### src/rtl/xbar_pkg.sv
package xbar_pkg;
  localparam int SelW = 3;

  typedef enum logic [1:0] {
    InIdle,
    InFwd,
    InDrop
  } inState_e;

  typedef struct packed {
    logic            en;
    logic [SelW-1:0] sel;
  } outStrobe_t;
endpackage

### src/rtl/xbar_ctrl.sv
module xbar_ctrl
  import xbar_pkg::*;
#(
  parameter int NumPorts = 6,
  parameter int DestW    = 6,
  parameter int AgeW     = 4,
  parameter int ErrW     = 8
) (
  input  logic                      clk,
  input  logic                      rstN,
  input  logic [NumPorts-1:0]       inValid,
  input  logic [NumPorts*DestW-1:0] inDest,
  input  logic [NumPorts-1:0]       inLast,
  input  logic [NumPorts-1:0]       inReady,
  input  logic [NumPorts-1:0]       outReady,
  input  logic                      tblWe,
  input  logic [DestW-1:0]          tblAddr,
  input  logic [SelW-1:0]           tblPort,
  input  logic                      tblValid,
  output outStrobe_t [NumPorts-1:0] outSel,
  output logic [NumPorts-1:0]       dropRdy,
  output logic [ErrW-1:0]           errCount
);
  localparam int Depth = 1 << DestW;

  logic            tblOk   [Depth];
  logic [SelW-1:0] tblDest [Depth];

  inState_e        inState [NumPorts];
  logic [AgeW-1:0] age     [NumPorts];
  logic [NumPorts-1:0] outLocked;
  logic [SelW-1:0]     outOwner [NumPorts];

  logic [NumPorts-1:0] headReq, hit, fire, newDrop;
  logic [SelW-1:0]     wantOut [NumPorts];
  logic [ErrW:0]       errSum;
  logic [ErrW-1:0]     errNext;

  // routing table, written one entry per cycle
  always_ff @(posedge clk or negedge rstN) begin
    if (!rstN) begin
      for (int d = 0; d < Depth; d++) begin
        tblOk[d]   <= 1'b0;
        tblDest[d] <= '0;
      end
    end else if (tblWe) begin
      tblOk[tblAddr]   <= tblValid;
      tblDest[tblAddr] <= tblPort;
    end
  end

  // header lookup per input
  always_comb begin
    for (int i = 0; i < NumPorts; i++) begin
      wantOut[i] = tblDest[inDest[i*DestW +: DestW]];
      hit[i]     = tblOk[inDest[i*DestW +: DestW]] && (int'(wantOut[i]) < NumPorts);
      headReq[i] = inValid[i] && (inState[i] == InIdle);
      fire[i]    = inValid[i] && inReady[i];
      newDrop[i] = headReq[i] && !hit[i] && fire[i];
      dropRdy[i] = (headReq[i] && !hit[i]) || (inState[i] == InDrop);
    end
  end

  // per-output arbitration: oldest header wins, ties to lowest port
  always_comb begin
    logic            found;
    logic [AgeW-1:0] best;
    for (int o = 0; o < NumPorts; o++) begin
      outSel[o] = '0;
      found     = 1'b0;
      best      = '0;
      if (outLocked[o]) begin
        outSel[o].en  = 1'b1;
        outSel[o].sel = outOwner[o];
      end else begin
        for (int i = 0; i < NumPorts; i++) begin
          if (headReq[i] && hit[i] && (wantOut[i] == SelW'(o)) &&
              (!found || (age[i] > best))) begin
            found         = 1'b1;
            best          = age[i];
            outSel[o].en  = 1'b1;
            outSel[o].sel = SelW'(i);
          end
        end
      end
    end
  end

  always_comb begin
    errSum = {1'b0, errCount};
    for (int i = 0; i < NumPorts; i++) errSum = errSum + {{ErrW{1'b0}}, newDrop[i]};
    errNext = errSum[ErrW] ? '1 : errSum[ErrW-1:0];
  end

  always_ff @(posedge clk or negedge rstN) begin
    if (!rstN) begin
      for (int i = 0; i < NumPorts; i++) begin
        inState[i] <= InIdle;
        age[i]     <= '0;
      end
      for (int o = 0; o < NumPorts; o++) begin
        outLocked[o] <= 1'b0;
        outOwner[o]  <= '0;
      end
      errCount <= '0;
    end else begin
      for (int i = 0; i < NumPorts; i++) begin
        case (inState[i])
          InIdle: begin
            if (fire[i]) begin
              age[i] <= '0;
              if (!inLast[i]) inState[i] <= hit[i] ? InFwd : InDrop;
            end else if (headReq[i] && (age[i] != '1)) begin
              age[i] <= age[i] + 1'b1;
            end
          end
          default: if (fire[i] && inLast[i]) inState[i] <= InIdle;
        endcase
      end
      for (int o = 0; o < NumPorts; o++) begin
        if (outLocked[o]) begin
          if (fire[outOwner[o]] && inLast[outOwner[o]]) outLocked[o] <= 1'b0;
        end else if (outSel[o].en && fire[outSel[o].sel] && !inLast[outSel[o].sel]) begin
          outLocked[o] <= 1'b1;
          outOwner[o]  <= outSel[o].sel;
        end
      end
      errCount <= errNext;
    end
  end

  // R3 check: a fresh grant never passes over an older requester
  logic [NumPorts-1:0] olderSkipped;
  always_comb begin
    for (int o = 0; o < NumPorts; o++) begin
      olderSkipped[o] = 1'b0;
      if (!outLocked[o] && outSel[o].en)
        for (int i = 0; i < NumPorts; i++)
          if (headReq[i] && hit[i] && (wantOut[i] == SelW'(o)) && (age[i] > age[outSel[o].sel]))
            olderSkipped[o] = 1'b1;
    end
  end

  a_r3_oldest_wins: assert property (@(posedge clk) disable iff (!rstN) olderSkipped == '0);

  a_r5_err_monotonic: assert property (@(posedge clk) disable iff (!rstN)
    1'b1 |=> errCount >= $past(errCount));

  for (genvar g = 0; g < NumPorts; g++) begin : g_chk
    a_r4_lock_held: assert property (@(posedge clk) disable iff (!rstN)
      outLocked[g] && !(fire[outOwner[g]] && inLast[outOwner[g]])
      |=> outLocked[g] && (outOwner[g] == $past(outOwner[g])));
    a_r7_stall_owner: assert property (@(posedge clk) disable iff (!rstN)
      outLocked[g] && !outReady[g] |-> !inReady[outOwner[g]]);
    a_r5_drop_ready: assert property (@(posedge clk) disable iff (!rstN)
      inState[g] == InDrop |-> inReady[g]);
  end
endmodule

### src/rtl/xbar_datapath.sv
module xbar_datapath
  import xbar_pkg::*;
#(
  parameter int NumPorts = 6,
  parameter int FlitW    = 16
) (
  input  logic                      clk,
  input  logic                      rstN,
  input  logic [NumPorts-1:0]       inValid,
  input  logic [NumPorts*FlitW-1:0] inData,
  input  logic [NumPorts-1:0]       inLast,
  input  logic [NumPorts-1:0]       outReady,
  input  outStrobe_t [NumPorts-1:0] outSel,
  input  logic [NumPorts-1:0]       dropRdy,
  output logic [NumPorts-1:0]       inReady,
  output logic [NumPorts-1:0]       outValid,
  output logic [NumPorts*FlitW-1:0] outData,
  output logic [NumPorts-1:0]       outLast
);
  logic [NumPorts-1:0] useMat [NumPorts];

  always_comb begin
    for (int o = 0; o < NumPorts; o++) begin
      outValid[o]                = outSel[o].en && inValid[outSel[o].sel];
      outData[o*FlitW +: FlitW]  = inData[outSel[o].sel*FlitW +: FlitW];
      outLast[o]                 = outSel[o].en && inLast[outSel[o].sel];
    end
    for (int i = 0; i < NumPorts; i++) begin
      inReady[i] = dropRdy[i];
      useMat[i]  = '0;
      for (int o = 0; o < NumPorts; o++) begin
        if (outSel[o].en && (outSel[o].sel == SelW'(i))) begin
          useMat[i][o] = 1'b1;
          if (outReady[o]) inReady[i] = 1'b1;
        end
      end
    end
  end

  for (genvar g = 0; g < NumPorts; g++) begin : g_chk
    a_r6_one_output: assert property (@(posedge clk) disable iff (!rstN) $onehot0(useMat[g]));
  end
endmodule

### src/rtl/xbar_router.sv
module xbar_router
  import xbar_pkg::*;
#(
  parameter int NumPorts = 6,
  parameter int FlitW    = 16,
  parameter int DestW    = 6,
  parameter int AgeW     = 4,
  parameter int ErrW     = 8
) (
  input  logic                      clk,
  input  logic                      rstN,
  input  logic [NumPorts-1:0]       inValid,
  input  logic [NumPorts*FlitW-1:0] inData,
  input  logic [NumPorts-1:0]       inLast,
  output logic [NumPorts-1:0]       inReady,
  output logic [NumPorts-1:0]       outValid,
  output logic [NumPorts*FlitW-1:0] outData,
  output logic [NumPorts-1:0]       outLast,
  input  logic [NumPorts-1:0]       outReady,
  input  logic                      tblWe,
  input  logic [DestW-1:0]          tblAddr,
  input  logic [SelW-1:0]           tblPort,
  input  logic                      tblValid,
  output logic [ErrW-1:0]           errCount
);
  outStrobe_t [NumPorts-1:0] outSel;
  logic [NumPorts-1:0]       dropRdy;
  logic [NumPorts*DestW-1:0] inDest;

  for (genvar g = 0; g < NumPorts; g++) begin : g_dest
    assign inDest[g*DestW +: DestW] = inData[g*FlitW +: DestW];
  end

  xbar_ctrl #(.NumPorts(NumPorts), .DestW(DestW), .AgeW(AgeW), .ErrW(ErrW)) i_ctrl (
    .clk(clk), .rstN(rstN), .inValid(inValid), .inDest(inDest), .inLast(inLast),
    .inReady(inReady), .outReady(outReady), .tblWe(tblWe), .tblAddr(tblAddr),
    .tblPort(tblPort), .tblValid(tblValid), .outSel(outSel), .dropRdy(dropRdy),
    .errCount(errCount)
  );

  xbar_datapath #(.NumPorts(NumPorts), .FlitW(FlitW)) i_dp (
    .clk(clk), .rstN(rstN), .inValid(inValid), .inData(inData), .inLast(inLast),
    .outReady(outReady), .outSel(outSel), .dropRdy(dropRdy), .inReady(inReady),
    .outValid(outValid), .outData(outData), .outLast(outLast)
  );
endmodule

### config.mk
export PLATFORM = sky130hd
export DESIGN_NAME = xbar_router
export DESIGN_NICKNAME = d
export VERILOG_FILES = /design/src/rtl/xbar_pkg.sv /design/src/rtl/xbar_ctrl.sv /design/src/rtl/xbar_datapath.sv /design/src/rtl/xbar_router.sv
export SDC_FILE = /design/constraint.sdc
export NUM_CORES = 2
export LEC_CHECK = 0
export BUFFER_PORTS_ARGS = -buffer_cell sky130_fd_sc_hd__clkbuf_2
export CORE_MARGIN = 10
export CORE_UTILIZATION = 50
export CTS_CLUSTER_SIZE = 12
export DETAILED_ROUTE_END_ITERATION = 10
export PLACE_DENSITY_LB_ADDON = 0.05
export SLEW_MARGIN = 20
export SYNTH_ARGS = -nofsm -noshare
export SYNTH_HDL_FRONTEND = slang
export SYNTH_HIERARCHICAL = 1
export SYNTH_SLANG_ARGS = --single-unit
### constraint.sdc
create_clock -name clk -period 15.8 [get_ports clk]
set_input_delay 2.37 -clock clk [delete_from_list [all_inputs] [get_ports clk]]
set_output_delay 2.37 -clock clk [all_outputs]
set_load 0.01 [all_outputs]
==> out/metrics.yaml <==
timing:
  maxSlewHeadroom_pct: 15.3
  rsz0062_at_grt: "yes"
  fin_crit_ns: 16.14
  period_share_pct: 102
  finClkSkew_ns: 0.0596
  final.setup.worst_slack_ns: -0.344
  worst_slew_pin_slew_ns: 1.27
  slew_violations: 0
  finalHoldViolations: 0
  setup_viol: 61
  clock.fmax_ghz: 0.0619
  fin_hold_ws_ns: 0.529
global_route:
  grt_remaining_overflow: 0
  antenna_found_initial: 7
  grt_use_total_pct: 41.0
  grt_pass1_wl_um: 270000
  grt_max_degree: 81
  grt_pass1_vias: 38200
power:
  power.internal_uw: 3390
  power.density_nw_per_um2: 128
  power.leakage_uw: 0.0204
  vdd_ir_drop_max_v: 0.000104
  seqPwrFrac_pct: 21.9
  switching_share_pct: 45.0
  p_sw_uw: 2770
  combPwrFrac_pct: 62.1
  clkPwrFrac_pct: 16.0
synth:
  synth-warning-count: 6
  ys_types: 126
  synth_edf_count: 0
  synth_flop_cell: "dfrtp_1"
  synth_seq_area_share_pct: 21.0
  synthCells: 3579
  synth.avg_cell_area_um2: 10.8
  ys_ff_latch: 324
  async_flop_share_pct: 100
  syn_area_um2: 38500
  synthesis.nets: 3839
setup_path:
  critPathKind: "input port to output pin"
  critical_path_buf_inv_count: 12
  cp-start-kind: "input port"
  cp_slowest_stage_delay_ns: 0.62
  arrival_ns: 13.77
  crit_path_end_kind: "output pin"
  path_max_fanout: 6
  slowest_stage: "or4_4"
  cp_top_family: "compound AO/OA/AOI/OAI gates"
  cp.required_ns: 13.43
outcome:
  status: "finished with violations"
  failed_checks: "negative setup slack"
cells_and_area:
  final_cell_mix: "506 x buf_4, 434 x mux4_2, 324 x dfrtp_1"
  drive_above_1_share_pct: 46.8
  mostFrequentLayoutCell: "buf_4"
  area_growth_pct: 25.2
  final_nets: 4484
  fin_cells: 5289
cts:
  clk_latency_ns: 0.63
  cts_made_buffers: 40
  cts_sinks: 324
  cts_buffer_depth: 3
  clk_pin_slew_ns: 0.06
  htree_levels: 2
  cts_tree: "built"
  cts_root_buf: "clkbuf_16"
detailed_routing:
  vias: 39300
  drt_pass1_iterations: 8
  drt_iter0_markers: 5217
  routed_wl_um: 193000
  via_per_inst: 7.42
  drc_errors: 0
  ant_nets: 0
  drt-wirelength-per-cell_um: 36.5
placed_design:
  globalplace.congestion: 1.07
  placedCellCount: 5054
  place_hpwl_um: 141000
  numPortBuffers: 248
die:
  dieArea_um2: 88600
  initial_core_util_pct: 50.6
  num_io_pins: 249
  num_rows: 101
  die_h_um: 298
  chipWidth_um: 298
  core_area_um2: 76200
min_path:
  hold_path.class: "register to register"
job:
  max_cap_violations: 0
-- power by group through the flow --
| stage | clock network (uW) | registers (uW) | logic [uW] |
|---|---|---|---|
| floorplan | 0 | 1150 | 2050 |
| global placement | 0 | 1310 | 3180 |
| detailed placement | 0 | 1320 | 3260 |
| CTS | 993 | 1310 | 3380 |
| global route | 1020 | 1360 | 4000 |
| finish | 984 | 1350 | 3830 |
-- layer usage --
metal / vias up / global-route usage [%] / part of all wire [%]
li1: 15500 / - / -
met1: 19600 / 48.3 / 34
met2: 3170 / 62.7 / 44
met3: 919 / 12.5 / 12
met4: 6 / 30.4 / 9.7
met5: - / 1.22 / 0.082
-- sequential cells by signal, summed over array words and instances (netlist names) --
name / flops
i_ctrl/errCount: 8
i_ctrl/inState: 12
i_ctrl/outLocked: 6
i_ctrl/tblOk: 64
i_ctrl/age: 24
i_ctrl/outOwner: 18
i_ctrl/tblDest: 192
-- cell usage after synthesis, drive strengths merged, types with 8 or more instances --
| cell | n | area, um^2 |
|---|---|---|
| nand2 | 264 | 991 |
| a22oi | 81 | 627 |
| a32o | 16 | 160 |
| nor4 | 11 | 75.1 |
| nand2b | 62 | 388 |
| o21a | 8 | 61.3 |
| a31oi | 22 | 150 |
| mux2 | 320 | 3610 |
| nand3 | 96 | 480 |
| or3 | 15 | 104 |
| ha | 129 | 1610 |
| nor2 | 165 | 622 |
| o31ai | 17 | 148 |
| and2 | 22 | 138 |
| inv | 154 | 578 |
| and3b | 11 | 100 |
| a2111oi | 21 | 300 |
| a41o | 22 | 220 |
| o22ai | 87 | 551 |
| or2 | 18 | 113 |
| a21oi | 108 | 559 |
| nand4 | 31 | 194 |
| nor3 | 38 | 195 |
| nand3b | 12 | 90.1 |
| clkbuf | 89 | 345 |
| buf | 162 | 1130 |
| a21o | 14 | 105 |
| a221oi | 8 | 70.1 |
| dfrtp | 324 | 8110 |
| and3 | 13 | 81.3 |
| mux4 | 435 | 9800 |
| a32oi | 14 | 130 |
| a311oi | 8 | 76.3 |
| mux2i | 327 | 3270 |
| a211oi | 19 | 188 |
| a41oi | 17 | 149 |
| a22o | 10 | 96.4 |
| nor3b | 12 | 95.1 |
| o211ai | 17 | 138 |
| nor2b | 91 | 569 |
| o21ai | 153 | 800 |
-- tightest hold or removal path, stage by stage (launching register included) --
cell and delay [ns]:
dfrtp_1 0.37, nand2_1 0.05, o21ai_0 0.07
-- worst paths after layout --
kind                                        to  slack [ns]  depth (start not counted)           startpoint
min reg2reg                  i_ctrl/inState[2]        0.53                          2    i_ctrl/inState[2]
min                          i_ctrl/inState[2]        0.53                          2    i_ctrl/inState[2]
min in group asynchronous        i_ctrl/age[2]        1.79                          1                 rstN
max                                 inReady[4]       -0.34                         66            inData[0]
max reg2reg                 i_ctrl/errCount[4]        1.96                         76  i_ctrl/tblDest[145]
max in group asynchronous  i_ctrl/tblDest[127]       11.83                          3                 rstN
-- through the flow --
stage,cell area [um^2],worst slack [ns],total power (uW),utilization [%],setup TNS (ns)
2_1_floorplan,38500,0.189,3200,-,0
3_3_place_gp,43500,-0.714,4490,57.1,-20.92
3_5_place_dp,43500,-1.23,4580,57.1,-74.46
4_1_cts,45900,-0.0608,5680,60.2,-0.0828
5_1_grt,48300,-0.689,6380,63.3,-51.45
6_report,48300,-0.344,6160,63.3,-8.94
-- final cells by class --
cell class	count	area (um^2)
Fill cell	6108	27900
Tap cell	1030	1290
Clock buffer	54	1110
Inverter	160	631
Sequential cell	324	8110
Antenna cell	6	15.0
Timing Repair Buffer	855	6880
Multi-Input combinational cell	2843	30000
Clock inverter	17	246
-- what timing repair did --
action,4_1_cts,5_1_grt
gates cloned,3,8
setup endpoints to repair,114,122
pin swaps,40,109
hold buffers,0,0
setup buffers,53,98
hold endpoints to repair,0,0
resized for setup,120,364
-- kinds of logic (layout without fill, tap and decap cells) --
group           Yosys count  count (layout)  share of synthesized area [%]
compound gates          729             729                           14.0
xor+xnor                  7               7                          0.159
fa+ha+maj               133             133                           4.40
buf+inv                 412            1086                           5.42
flops                   324             324                           21.0
mux                    1082            1082                           43.3
other cells               0               6                              0
simple gates            892             892                           11.7
Power figures use the tool's default switching activity.
